--- config.mk ---
export PLATFORM = sky130hd
export DESIGN_NAME = booth_mult
export DESIGN_NICKNAME = d
export VERILOG_FILES = /design/src/rtl/booth_mult_pkg.sv /design/src/rtl/booth_recoder.sv /design/src/rtl/booth_ctrl.sv /design/src/rtl/booth_datapath.sv /design/src/rtl/booth_mult.sv
export SDC_FILE = /design/constraint.sdc
export NUM_CORES = 1
export LEC_CHECK = 0
export BUFFER_PORTS_ARGS = -buffer_cell sky130_fd_sc_hd__buf_2
export CELL_PAD_IN_SITES_DETAIL_PLACEMENT = 2
export CELL_PAD_IN_SITES_GLOBAL_PLACEMENT = 2
export CORE_UTILIZATION = 30
export DETAILED_ROUTE_END_ITERATION = 16
export HOLD_SLACK_MARGIN = 0.12
export PLACE_DENSITY_LB_ADDON = 0.1
export SYNTH_ARGS = -nofsm -noshare
export SYNTH_HDL_FRONTEND = slang
export SYNTH_SLANG_ARGS = --single-unit
--- constraint.sdc ---
create_clock -name clk -period 3.15 [get_ports clk]
set_input_delay 0.63 -clock clk [delete_from_list [all_inputs] [get_ports clk]]
set_output_delay 0.63 -clock clk [all_outputs]
set_load 0.005 [all_outputs]
--- src/rtl/booth_mult_pkg.sv ---
package booth_mult_pkg;

  // Strobes from the controller to the datapath
  typedef struct packed {
    logic load;   // capture operands, clear accumulator
    logic step;   // perform one radix-4 add/shift step
  } boothCtrl_t;

  // Recoded signed digit: magnitude 0, 1 or 2 and a sign
  typedef struct packed {
    logic zero;   // digit is 0
    logic dbl;    // magnitude is 2
    logic neg;    // digit is negative
  } boothDigit_t;

endpackage

--- src/rtl/booth_recoder.sv ---
module booth_recoder
  import booth_mult_pkg::*;
(
  input  logic [2:0]  window,   // {b[k+1], b[k], b[k-1]}
  output boothDigit_t digit
);

  always_comb begin
    digit.zero = (window == 3'b000) || (window == 3'b111);
    digit.dbl  = (window == 3'b011) || (window == 3'b100);
    digit.neg  = window[2] && !(window[1] && window[0]);
  end

endmodule

--- src/rtl/booth_ctrl.sv ---
module booth_ctrl
  import booth_mult_pkg::*;
#(
  parameter int STEPS = 4
) (
  input  logic       clk,
  input  logic       rstN,
  input  logic       start,
  output boothCtrl_t ctrlBus,
  output logic       done
);

  localparam int CNT_W = $clog2(STEPS + 1);
  localparam logic [CNT_W-1:0] LAST = CNT_W'(STEPS - 1);

  typedef enum logic [1:0] {ST_IDLE, ST_RUN, ST_FIN} ctrlState_t;

  ctrlState_t       state;
  logic [CNT_W-1:0] stepCnt;

  always_ff @(posedge clk) begin
    if (!rstN) begin
      state   <= ST_IDLE;
      stepCnt <= '0;
    end else begin
      unique case (state)
        ST_IDLE: if (start) begin
          state   <= ST_RUN;
          stepCnt <= '0;
        end
        ST_RUN: begin
          if (stepCnt == LAST) state <= ST_FIN;
          else                 stepCnt <= stepCnt + 1'b1;
        end
        ST_FIN:  state <= ST_IDLE;
        default: state <= ST_IDLE;
      endcase
    end
  end

  always_comb begin
    ctrlBus.load = (state == ST_IDLE) && start;
    ctrlBus.step = (state == ST_RUN);
    done         = (state == ST_FIN);
  end

endmodule

--- src/rtl/booth_datapath.sv ---
module booth_datapath
  import booth_mult_pkg::*;
#(
  parameter int A_W = 8,
  parameter int B_W = 8
) (
  input  logic               clk,
  input  logic               rstN,
  input  boothCtrl_t         ctrlBus,
  input  logic [A_W-1:0]     multA,
  input  logic [B_W-1:0]     multB,
  output logic [A_W+B_W-1:0] product
);

  // two guard bits keep +/-2A of the most negative A in range
  localparam int HI_W  = A_W + 2;
  localparam int ALL_W = HI_W + B_W;

  logic [HI_W-1:0] hiAcc;
  logic [B_W-1:0]  loReg;
  logic            prevBit;
  logic [A_W-1:0]  aReg;

  boothDigit_t       digit;
  logic [HI_W-1:0]   aExt;
  logic [HI_W-1:0]   multiple;
  logic [HI_W-1:0]   operand;
  logic [HI_W-1:0]   sum;
  logic signed [ALL_W-1:0] shifted;

  booth_recoder u_recoder (
    .window ({loReg[1], loReg[0], prevBit}),
    .digit  (digit)
  );

  always_comb begin
    aExt     = {{2{aReg[A_W-1]}}, aReg};
    if (digit.zero)     multiple = '0;
    else if (digit.dbl) multiple = {aExt[HI_W-2:0], 1'b0};
    else                multiple = aExt;
    // subtraction = add of complement with carry-in
    operand  = digit.neg ? ~multiple : multiple;
    sum      = hiAcc + operand + {{(HI_W-1){1'b0}}, digit.neg};
    shifted  = $signed({sum, loReg}) >>> 2;
  end

  always_ff @(posedge clk) begin
    if (!rstN) begin
      hiAcc   <= '0;
      loReg   <= '0;
      prevBit <= 1'b0;
      aReg    <= '0;
    end else if (ctrlBus.load) begin
      hiAcc   <= '0;
      loReg   <= multB;
      prevBit <= 1'b0;
      aReg    <= multA;
    end else if (ctrlBus.step) begin
      hiAcc   <= shifted[ALL_W-1:B_W];
      loReg   <= shifted[B_W-1:0];
      prevBit <= loReg[1];
    end
  end

  assign product = {hiAcc[A_W-1:0], loReg};

endmodule

--- src/rtl/booth_mult.sv ---
module booth_mult
  import booth_mult_pkg::*;
#(
  parameter int A_W = 8,
  parameter int B_W = 8
) (
  input  logic               clk,
  input  logic               rstN,
  input  logic               start,
  input  logic [A_W-1:0]     multA,
  input  logic [B_W-1:0]     multB,
  output logic               done,
  output logic [A_W+B_W-1:0] product
);

  localparam int STEPS = B_W / 2;

  boothCtrl_t ctrlBus;

  booth_ctrl #(.STEPS(STEPS)) u_ctrl (
    .clk     (clk),
    .rstN    (rstN),
    .start   (start),
    .ctrlBus (ctrlBus),
    .done    (done)
  );

  booth_datapath #(.A_W(A_W), .B_W(B_W)) u_dp (
    .clk     (clk),
    .rstN    (rstN),
    .ctrlBus (ctrlBus),
    .multA   (multA),
    .multB   (multB),
    .product (product)
  );

endmodule

Word-level counts from Yosys, hierarchy flattened
Cells that the tools add are included.
{ "totals": {"elab_cells": 44, "regBits": 30, "output_inout_bits": 17, "latchBits": 0, "romBits": 0, "n_memories": 0, "mem_bits_rw": 0, "in_bits": 19} }
{ "op_classes": {"n_eq_ne": 9, "n_addsub": 3, "reduce_logical": 13, "n_lt_le_gt_ge": 0, "mul": 0, "shifts": 0, "mux": 11, "div_mod_pow": 0, "bitwise_logic": 2} }
{ "ops": {"columns": ["op", "count"], "rows": [
  ["$mux 8", 3],
  ["$mux 10", 2],
  ["$add 10x1->10", 1],
  ["$add 10x10->10", 1],
  ["$not 10->10", 1],
  ["$eq 3x2->1 const B", 2],
  ["$eq 3x3->1 const B", 2],
  ["$mux 3", 2],
  ["$pmux 3 s2", 1],
  ["$mux 2", 2],
  ["$ne 2x2->1 const B", 2],
  ["$pmux 2 s2", 1],
  ["$reduce_bool 2->1", 2],
  ["$add 3x1->3 const B", 1],
  ["$logic_and 1x1->1", 3],
  ["$logic_not 3->1", 1],
  ["$reduce_and 3->1", 1],
  ["$eq 2x1->1 const B", 1],
  ["$eq 2x2->1 const B", 1],
  ["$logic_not 2->1", 1],
  ["$logic_or 1x1->1", 2],
  ["$ne 2x1->1 const B", 1],
  ["$reduce_and 2->1", 1],
  ["$reduce_or 2->1", 1],
  ["2 further kinds", 2]
]} }

Longest topological paths before layout
Gate-level depths: netlist of run 1.
{ "logic_depth": {"ltp_word": 10, "mapped_depth": 12, "mapped_depth_nobuf": 10} }

By module
A second synthesis of run 1 with hierarchy kept.
{ "unflattened": {"hier_cells": 225, "hier_area_um2": 1974.4} }
{ "by_module_without_submodules": {"columns": ["mod", "area_each_um2", "cells_each", "seq_area_each_um2", "instances"], "rows": [
  ["booth_datapath", 1675.4, 185, 500.5, 1],
  ["booth_ctrl", 261.5, 33, 100.1, 1],
  ["booth_recoder", 37.5, 7, 0.0, 1]
]} }

Worst setup path after synthesis of run 1
OpenSTA, ideal clock, no wires.
{ "synth_timing": {"path_kind": "reg-to-reg", "from": "register u_dp.loReg[1]", "to": "register u_dp.hiAcc[6]", "t_required_ps": 3035, "setup_time_ps": 115, "path_buffers": 2, "setup_slack_ps": 557, "t_arrival_ps": 2478, "path_stages_with_launch": 13, "synth_period_minus_slack_ps": 2593, "path_cell_list": "dfxtp_1 -> clkbuf_1 -> and3b_2 -> clkbuf_1 -> a22oi_1 -> o21ai_0 -> fa_1 -> a21oi_1 -> o21ai_0 -> a2bb2oi_1 -> xnor2_1 -> o21ai_0 -> and2_1"} }
{ "synth_via": {"elab_chain_len": 8, "elab_cells_between_ends": 13, "cone_classes": "add/sub (2); eq/ne (3); mux (3); bitwise (1); reduce/logical (4)"} }
{ "synth_rtl": {"columns": ["item", "line", "text"], "rows": [
  ["from (decl)", "booth_datapath.sv:20", "logic [B_W-1:0] loReg;"],
  ["from (signal assigned)", "booth_datapath.sv:55", "loReg <= multB;"],
  ["from (signal assigned)", "booth_datapath.sv:60", "loReg <= shifted[B_W-1:0];"],
  ["$eq 3x2->1 / $eq 3x3->1 (equally long branches)", "booth_recoder.sv:10", "digit.dbl = (window == 3'b011) || (window == 3'b100);"],
  ["$logic_or 1x1->1", "booth_recoder.sv:10", null],
  ["$mux 8", "booth_datapath.sv:39", "else if (digit.dbl) multiple = {aExt[HI_W-2:0], 1'b0};"],
  ["$mux 10", "booth_datapath.sv:38", "if (digit.zero) multiple = '0;"],
  ["$not 10->10", "booth_datapath.sv:42", "operand = digit.neg ? ~multiple : multiple;"],
  ["$mux 10", "booth_datapath.sv:42", null],
  ["$add 10x10->10", "booth_datapath.sv:43", "sum = hiAcc + operand + {{(HI_W-1){1'b0}}, digit.neg};"],
  ["$add 10x1->10 *", "booth_datapath.sv:43", null],
  ["to (signal assigned)", "booth_datapath.sv:59", "hiAcc <= shifted[ALL_W-1:B_W];"],
  ["to (decl)", "booth_datapath.sv:19", "logic [HI_W-1:0] hiAcc;"]
]} }
Every way passes the cells marked *; elsewhere a longest branch is shown, timed or not.
A chain may end at the register's enable or synchronous reset.

Final worst setup path of run 1
{ "layout_timing": {"from": "register u_dp.loReg[0]", "to": "register u_dp.hiAcc[4]"} }
The elaborated chain is that of the path after synthesis.

==> impl_metrics.json, run 1 <==
{
  "status": "finished, final reports clean",
  "clockBufferDepth": 2,
  "worstSkewPairLatency_ns": 0.29,
  "wl_met1_mm": 2.53,
  "cpLargestDelayFamily": "compound AO/OA/AOI/OAI gates",
  "route.met2.wl_mm": 2.45,
  "io_buffers": 35,
  "nets": 283,
  "wl_per_cell_um": 16.1,
  "seqPwrFrac": 0.386,
  "path_clk_slew_ns": 0.07,
  "dieHeight_um": 79.4,
  "post_drt_via_cell_ratio": 5.20,
  "synth_nets": 250,
  "top_layer": "met4",
  "drv_cap": 0,
  "timing_hold_violations_final": 0,
  "start_util": 0.318,
  "synth_ff_type": "dfxtp_1",
  "antenna_found_initial": 0,
  "place_hpwl_mm": 3.93,
  "ant_nets": 0,
  "critical_path_required_ns": 3.37,
  "async_reset_ff_frac": 0,
  "cts_resized": 0,
  "cts_sinks": 30,
  "cp.arrival_ns": 3.01,
  "min_period_over_period": 0.887,
  "fin_ws_ns": 0.355,
  "syn_avg_cell_area_um2": 8.17,
  "cpMostUsedCell": "a21oi_1",
  "cts_buffers": 5,
  "via_count": 1694,
  "synth_common_cells": "nand2_1, dfxtp_1, a21boi_0",
  "cp-end-kind": "flip-flop",
  "rsz0062_at_grt": "no",
  "row_count": 27,
  "cpPeakStageDelay_ns": 0.52,
  "dieArea_um2": 6300,
  "grt.total_usage": 0.185,
  "fin_skew_ns": 0.00564,
  "critPathMaxFanout": 10,
  "slew-limit-headroom": 0.616,
  "finalSetupViolations": 0,
  "grt_overflow": 0,
  "netlist_area_um2": 1800,
  "ys_ff_latch": 30,
  "intPower_uw": 814,
  "synth_area_leaders": "dfxtp_1, nand2_1, ha_1",
  "dieWidth_um": 79.4,
  "synthMostInstantiatedCell": "nand2_1",
  "yosysWarnings": 0,
  "syn_to_final_growth_pct": 20.6,
  "powerDensity_nw_per_um2": 509,
  "postCtsSetupBuffers": 0,
  "yosysSeqAreaShare": 0.334,
  "slowest_stage": "xor2_1",
  "clockRootBuffer": "clkbuf_8",
  "worst_slew_pin_slew_ns": 0.574,
  "htreeDepth": 2,
  "crit_path_start_kind": "flip-flop",
  "fin_tns_setup_ns": 0,
  "diodes": 0,
  "hold_path.class": "flip-flop to flip-flop",
  "p_leak_uw": 0.000944,
  "hold_buffers": 0,
  "yosysUniqueCellTypes": 42,
  "gp_congestion": 0.718,
  "synth_edf_count": 0,
  "p_sw_frac": 0.262,
  "yosys.area.top_type": "dfxtp_1",
  "drc_errors": 0,
  "first_pass_iters": 4,
  "power_switching_uw": 288,
  "core-area_um2": 5640,
  "synth_top_area_frac": 0.334,
  "critPathKind": "flip-flop to flip-flop",
  "pre_cts_ws_ns": 0.363,
  "syn_inst": 220,
  "pwr-share-comb": 0.162,
  "fin_crit_ns": 2.80,
  "p_clk_frac": 0.452,
  "fmaxAchievable_mhz": 358,
  "slew_violations": 0,
  "drive_gt1_frac": 0.205,
  "dr_wl_met3_um": 172,
  "crit_chain": "xor2_1 -> a22oi_1 -> o21ai_0 -> ha_1 -> a21oi_1 -> o21ai_0 -> a21oi_1 -> xnor2_1 -> nand2_1 -> a21oi_1",
  "ios": 36,
  "grt_pass1_wl_mm": 8.72,
  "wirelength_mm": 5.26,
  "peakVddDrop_uv": 204,
  "grt_max_degree": 25,
  "drtIter0Drc": 92,
  "cts_tree": "yes",
  "crit_buf_inv": 0,
  "grt_pass1_vias": 1746
}
-- worst min-delay path, cell delays in order (launching register included) --
cell and delay [ns]:
dfxtp_1 0.32, nand2_1 0.05, a21boi_0 0.06
-- per-layer routing --
layer  up-vias  global-route usage
met5         -                   0
met4         0              0.0655
met3        11              0.0503
met2        31               0.308
met1       816               0.229
li1        836                   -
-- placed cells by master, fill, tap and decap left out, types with 2 or more instances in the layout --
cell and instances:
ha_1 10, and2_1 2, o21ai_0 12, a21boi_0 16
dfxtp_1 30, nor2_1 11, clkbuf_8 6, nor3_1 5
nand2_1 42, xor2_1 10, buf_2 35, bufinv_16 2
o22ai_1 2, buf_4 3, xnor2_1 5, nand3_1 2
a21oi_1 13, a22oi_1 14, and3_1 2, o21a_1 2
inv_1 5, nor2b_1 6
-- worst paths after layout --
check                                      to  depth (start not counted)  slack (ns)           from
worst min register to register  u_dp.loReg[4]                          2        0.48  u_dp.loReg[4]
worst min-delay path            u_dp.loReg[4]                          2        0.48  u_dp.loReg[4]
worst max-delay path            u_dp.hiAcc[4]                         10        0.35  u_dp.loReg[0]
worst max register to register  u_dp.hiAcc[4]                         10        0.35  u_dp.loReg[0]
-- per-stage QoR --
step	cell area (um2)	hold slack, ns	utilization	total power, uW	std cells
2_1_floorplan	1800	0.465	-	549	220
3_3_place_gp	2020	0.469	0.359	611	318
3_5_place_dp	2020	0.475	0.359	615	318
4_1_cts	2170	0.485	0.384	1120	326
5_1_grt	2170	0.504	0.384	1170	326
6_report	2170	0.479	0.384	1100	326
-- cell families after synthesis --
group           after synthesis  share of synthesized area
fa+ha+maj                    11                     0.0808
compound gates               69                      0.263
simple gates                 78                      0.205
flops                        30                      0.334
buf+inv                      17                     0.0439
xor+xnor                     15                     0.0731
-- state kept, by name, indices dropped and copies added, names as in the netlist --
signal and cells:
u_dp.aReg 8, u_dp.loReg 8, u_ctrl.stepCnt 3, u_dp.hiAcc 8
u_ctrl.state 2, u_dp.prevBit 1
-- cell type report --
class | instances | area, um2
Clock inverter | 2 | 60.1
Multi-Input combinational cell | 173 | 1120
Fill cell | 666 | 3470
Sequential cell | 30 | 601
Timing Repair Buffer | 38 | 198
Inverter | 5 | 18.8
Clock buffer | 6 | 82.6
Tap cell | 72 | 90.1
-- power groups by stage --
| stage | logic, uW | registers [uW] | clock network (uW) |
|---|---|---|---|
| finish | 179 | 425 | 498 |
| global route | 202 | 429 | 536 |
| CTS | 182 | 426 | 515 |
| detailed placement | 181 | 434 | 0 |
| global placement | 178 | 434 | 0 |
| floorplan | 122 | 426 | 0 |
(Power assumes the default switching activity.)
==> inputs of run 2 (changes only) <==
--- a/config.mk
+++ b/config.mk
@@ -5,9 +5,10 @@
 export SDC_FILE = /design/constraint.sdc
 export NUM_CORES = 1
 export LEC_CHECK = 0
-export BUFFER_PORTS_ARGS = -buffer_cell sky130_fd_sc_hd__buf_2
+export BUFFER_PORTS_ARGS = -buffer_cell sky130_fd_sc_hd__clkbuf_2
 export CELL_PAD_IN_SITES_DETAIL_PLACEMENT = 2
 export CELL_PAD_IN_SITES_GLOBAL_PLACEMENT = 2
+export CORE_MARGIN = 2
 export CORE_UTILIZATION = 30
 export DETAILED_ROUTE_END_ITERATION = 16
 export HOLD_SLACK_MARGIN = 0.12
==> impl_metrics.json, run 2 (synthesis results as in run 1) <==
{
  "status": "finished, final reports clean",
  "p_leak_uw": 0.000916,
  "diodes": 0,
  "slew_violations": 0,
  "grt_use_met1": 0.238,
  "gp_congestion": 0.748,
  "hold_buffers": 0,
  "cpMostUsedCell": "o21ai_0",
  "seqCellArea_um2": 601,
  "powerDensity_nw_per_um2": 468,
  "hold_path.class": "flip-flop to flip-flop",
  "final_cell_mix": "nand2_1, clkbuf_2, dfxtp_1, a21boi_0, a22oi_1",
  "htreeDepth": 2,
  "clockBufferDepth": 2,
  "syn_to_final_growth_pct": 18.8,
  "grt.total_usage": 0.178,
  "crit_buf_inv": 0,
  "io_buffers": 35,
  "cts_sinks": 30,
  "design_power_total_uw": 1000,
  "crit_path_start_kind": "flip-flop",
  "drive_gt1_frac": 0.197,
  "drtIter0Drc": 35,
  "pwr-share-comb": 0.179,
  "core-area_um2": 5850,
  "first_pass_iters": 4,
  "grt_use_met2": 0.291,
  "fillers": 682,
  "crit_chain": "or3b_2 -> o21ai_0 -> ha_1 -> a21oi_1 -> o21ai_0 -> a2bb2oi_1 -> xnor2_1 -> o21ai_0 -> and2_1",
  "critPathMaxFanout": 10,
  "critical_path_required_ns": 3.33,
  "dp_cells": 321,
  "fin_tns_setup_ns": 0,
  "intPower_uw": 713,
  "p_sw_frac": 0.286,
  "worst_slew_pin_slew_ns": 0.603,
  "rrSetupSlack_ns": 0.32,
  "dieArea_um2": 6620,
  "reg_top3": "u_dp.aReg x8, u_dp.hiAcc x8, u_dp.loReg x8",
  "postCtsSetupBuffers": 0,
  "cts_tree": "yes",
  "cts_resized": 0,
  "antenna_found_initial": 0,
  "min_period_over_period": 0.897,
  "peakVddDrop_uv": 167,
  "power_switching_uw": 286,
  "grt_busiest_layer": "met2",
  "start_util": 0.307,
  "ant_nets": 0,
  "cpPeakStageDelay_ns": 0.55,
  "via_count": 1669,
  "grt_overflow": 0,
  "mostFrequentLayoutCell": "nand2_1",
  "critPathKind": "flip-flop to flip-flop",
  "multi_input_area_um2": 1120,
  "wl_per_cell_um": 16.2,
  "fmaxAchievable_mhz": 354,
  "fin_crit_ns": 2.83,
  "rsz0062_at_grt": "no",
  "grt_max_degree": 25,
  "cpLargestDelayFamily": "compound AO/OA/AOI/OAI gates",
  "wirelength_mm": 5.32,
  "path_clk_slew_ns": 0.07,
  "finalSetupViolations": 0,
  "fin_skew_ns": 0.00759,
  "slowest_stage": "or3b_2",
  "slew-limit-headroom": 0.597,
  "holdWs_ns": 0.484,
  "grt_pass1_wl_mm": 8.81,
  "pre_cts_ws_ns": 0.288,
  "fin_ws_ns": 0.324,
  "drv_cap": 0,
  "grt_pass1_vias": 1757,
  "cp.arrival_ns": 3.00,
  "place_hpwl_mm": 3.97,
  "drc_errors": 0,
  "post_drt_via_cell_ratio": 5.07,
  "nets": 283,
  "dieHeight_um": 81.4,
  "ios": 36,
  "timing_hold_violations_final": 0,
  "p_clk_frac": 0.394,
  "worstSkewPairLatency_ns": 0.29,
  "final_cells": 329,
  "dieWidth_um": 81.4,
  "seqPwrFrac": 0.426,
  "clockRootBuffer": "clkbuf_8",
  "cp-end-kind": "flip-flop",
  "row_count": 28,
  "met3_usage": 0.0378,
  "cts_buffers": 5
}
run 2: changes by cell type in the layout (fill, tap and decap cells not counted):
| cell | before | now |
|---|---|---|
| buf_2 | 35 | 0 |
| clkbuf_1 | 0 | 2 |
| clkbuf_8 | 6 | 5 |
| bufinv_16 | 2 | 1 |
| clkbuf_2 | 0 | 35 |
run 2: per-layer routing:
layer | routed length [um] | up-vias | part of all wire
li1 | - | 837 | -
met1 | 2600 | 801 | 0.49
met2 | 2510 | 25 | 0.47
met3 | 149 | 6 | 0.028
met4 | 53 | 0 | 0.010
met5 | 0 | - | 0
run 2: power by group through the flow:
stage	Combinational [uW]	Sequential [uW]	Clock (uW)
final	179	426	394
after global routing	204	431	427
after CTS	185	426	410
after detailed placement	183	435	0
after global placement	180	434	0
after floorplan	122	426	0
run 2: area by class of cell:
class	count	share of cell area
tap	75	0.0440
clock inverter	1	0.0141
sequential	30	0.281
clock buffer	7	0.0358
multi-input combinational	173	0.523
timing repair buffer	38	0.0926
inverter	5	0.00879
run 2: metrics by stage:
step	util	instance area, um2
global route	0.365	2130
global placement	0.347	2030
finish	0.365	2130
floorplan	-	1800
detailed placement	0.347	2030
CTS	0.365	2130
run 2: worst reg2reg max path, cell delays in order (launching register included):
cell and delay [ns]:
dfxtp_1 0.53, or3b_2 0.55, o21ai_0 0.30, ha_1 0.35, a21oi_1 0.26, o21ai_0 0.17
a2bb2oi_1 0.18, xnor2_1 0.13, o21ai_0 0.07, and2_1 0.17
run 2: path summary, 6_finish.rpt:
path | from | to | cells past startpoint
worst max register to register | u_dp.loReg[1] | u_dp.hiAcc[6] | 9
worst max-delay path | u_dp.loReg[1] | u_dp.hiAcc[6] | 9
worst min register to register | u_dp.hiAcc[2] | u_dp.hiAcc[2] | 2
worst min-delay path | u_dp.hiAcc[2] | u_dp.hiAcc[2] | 2
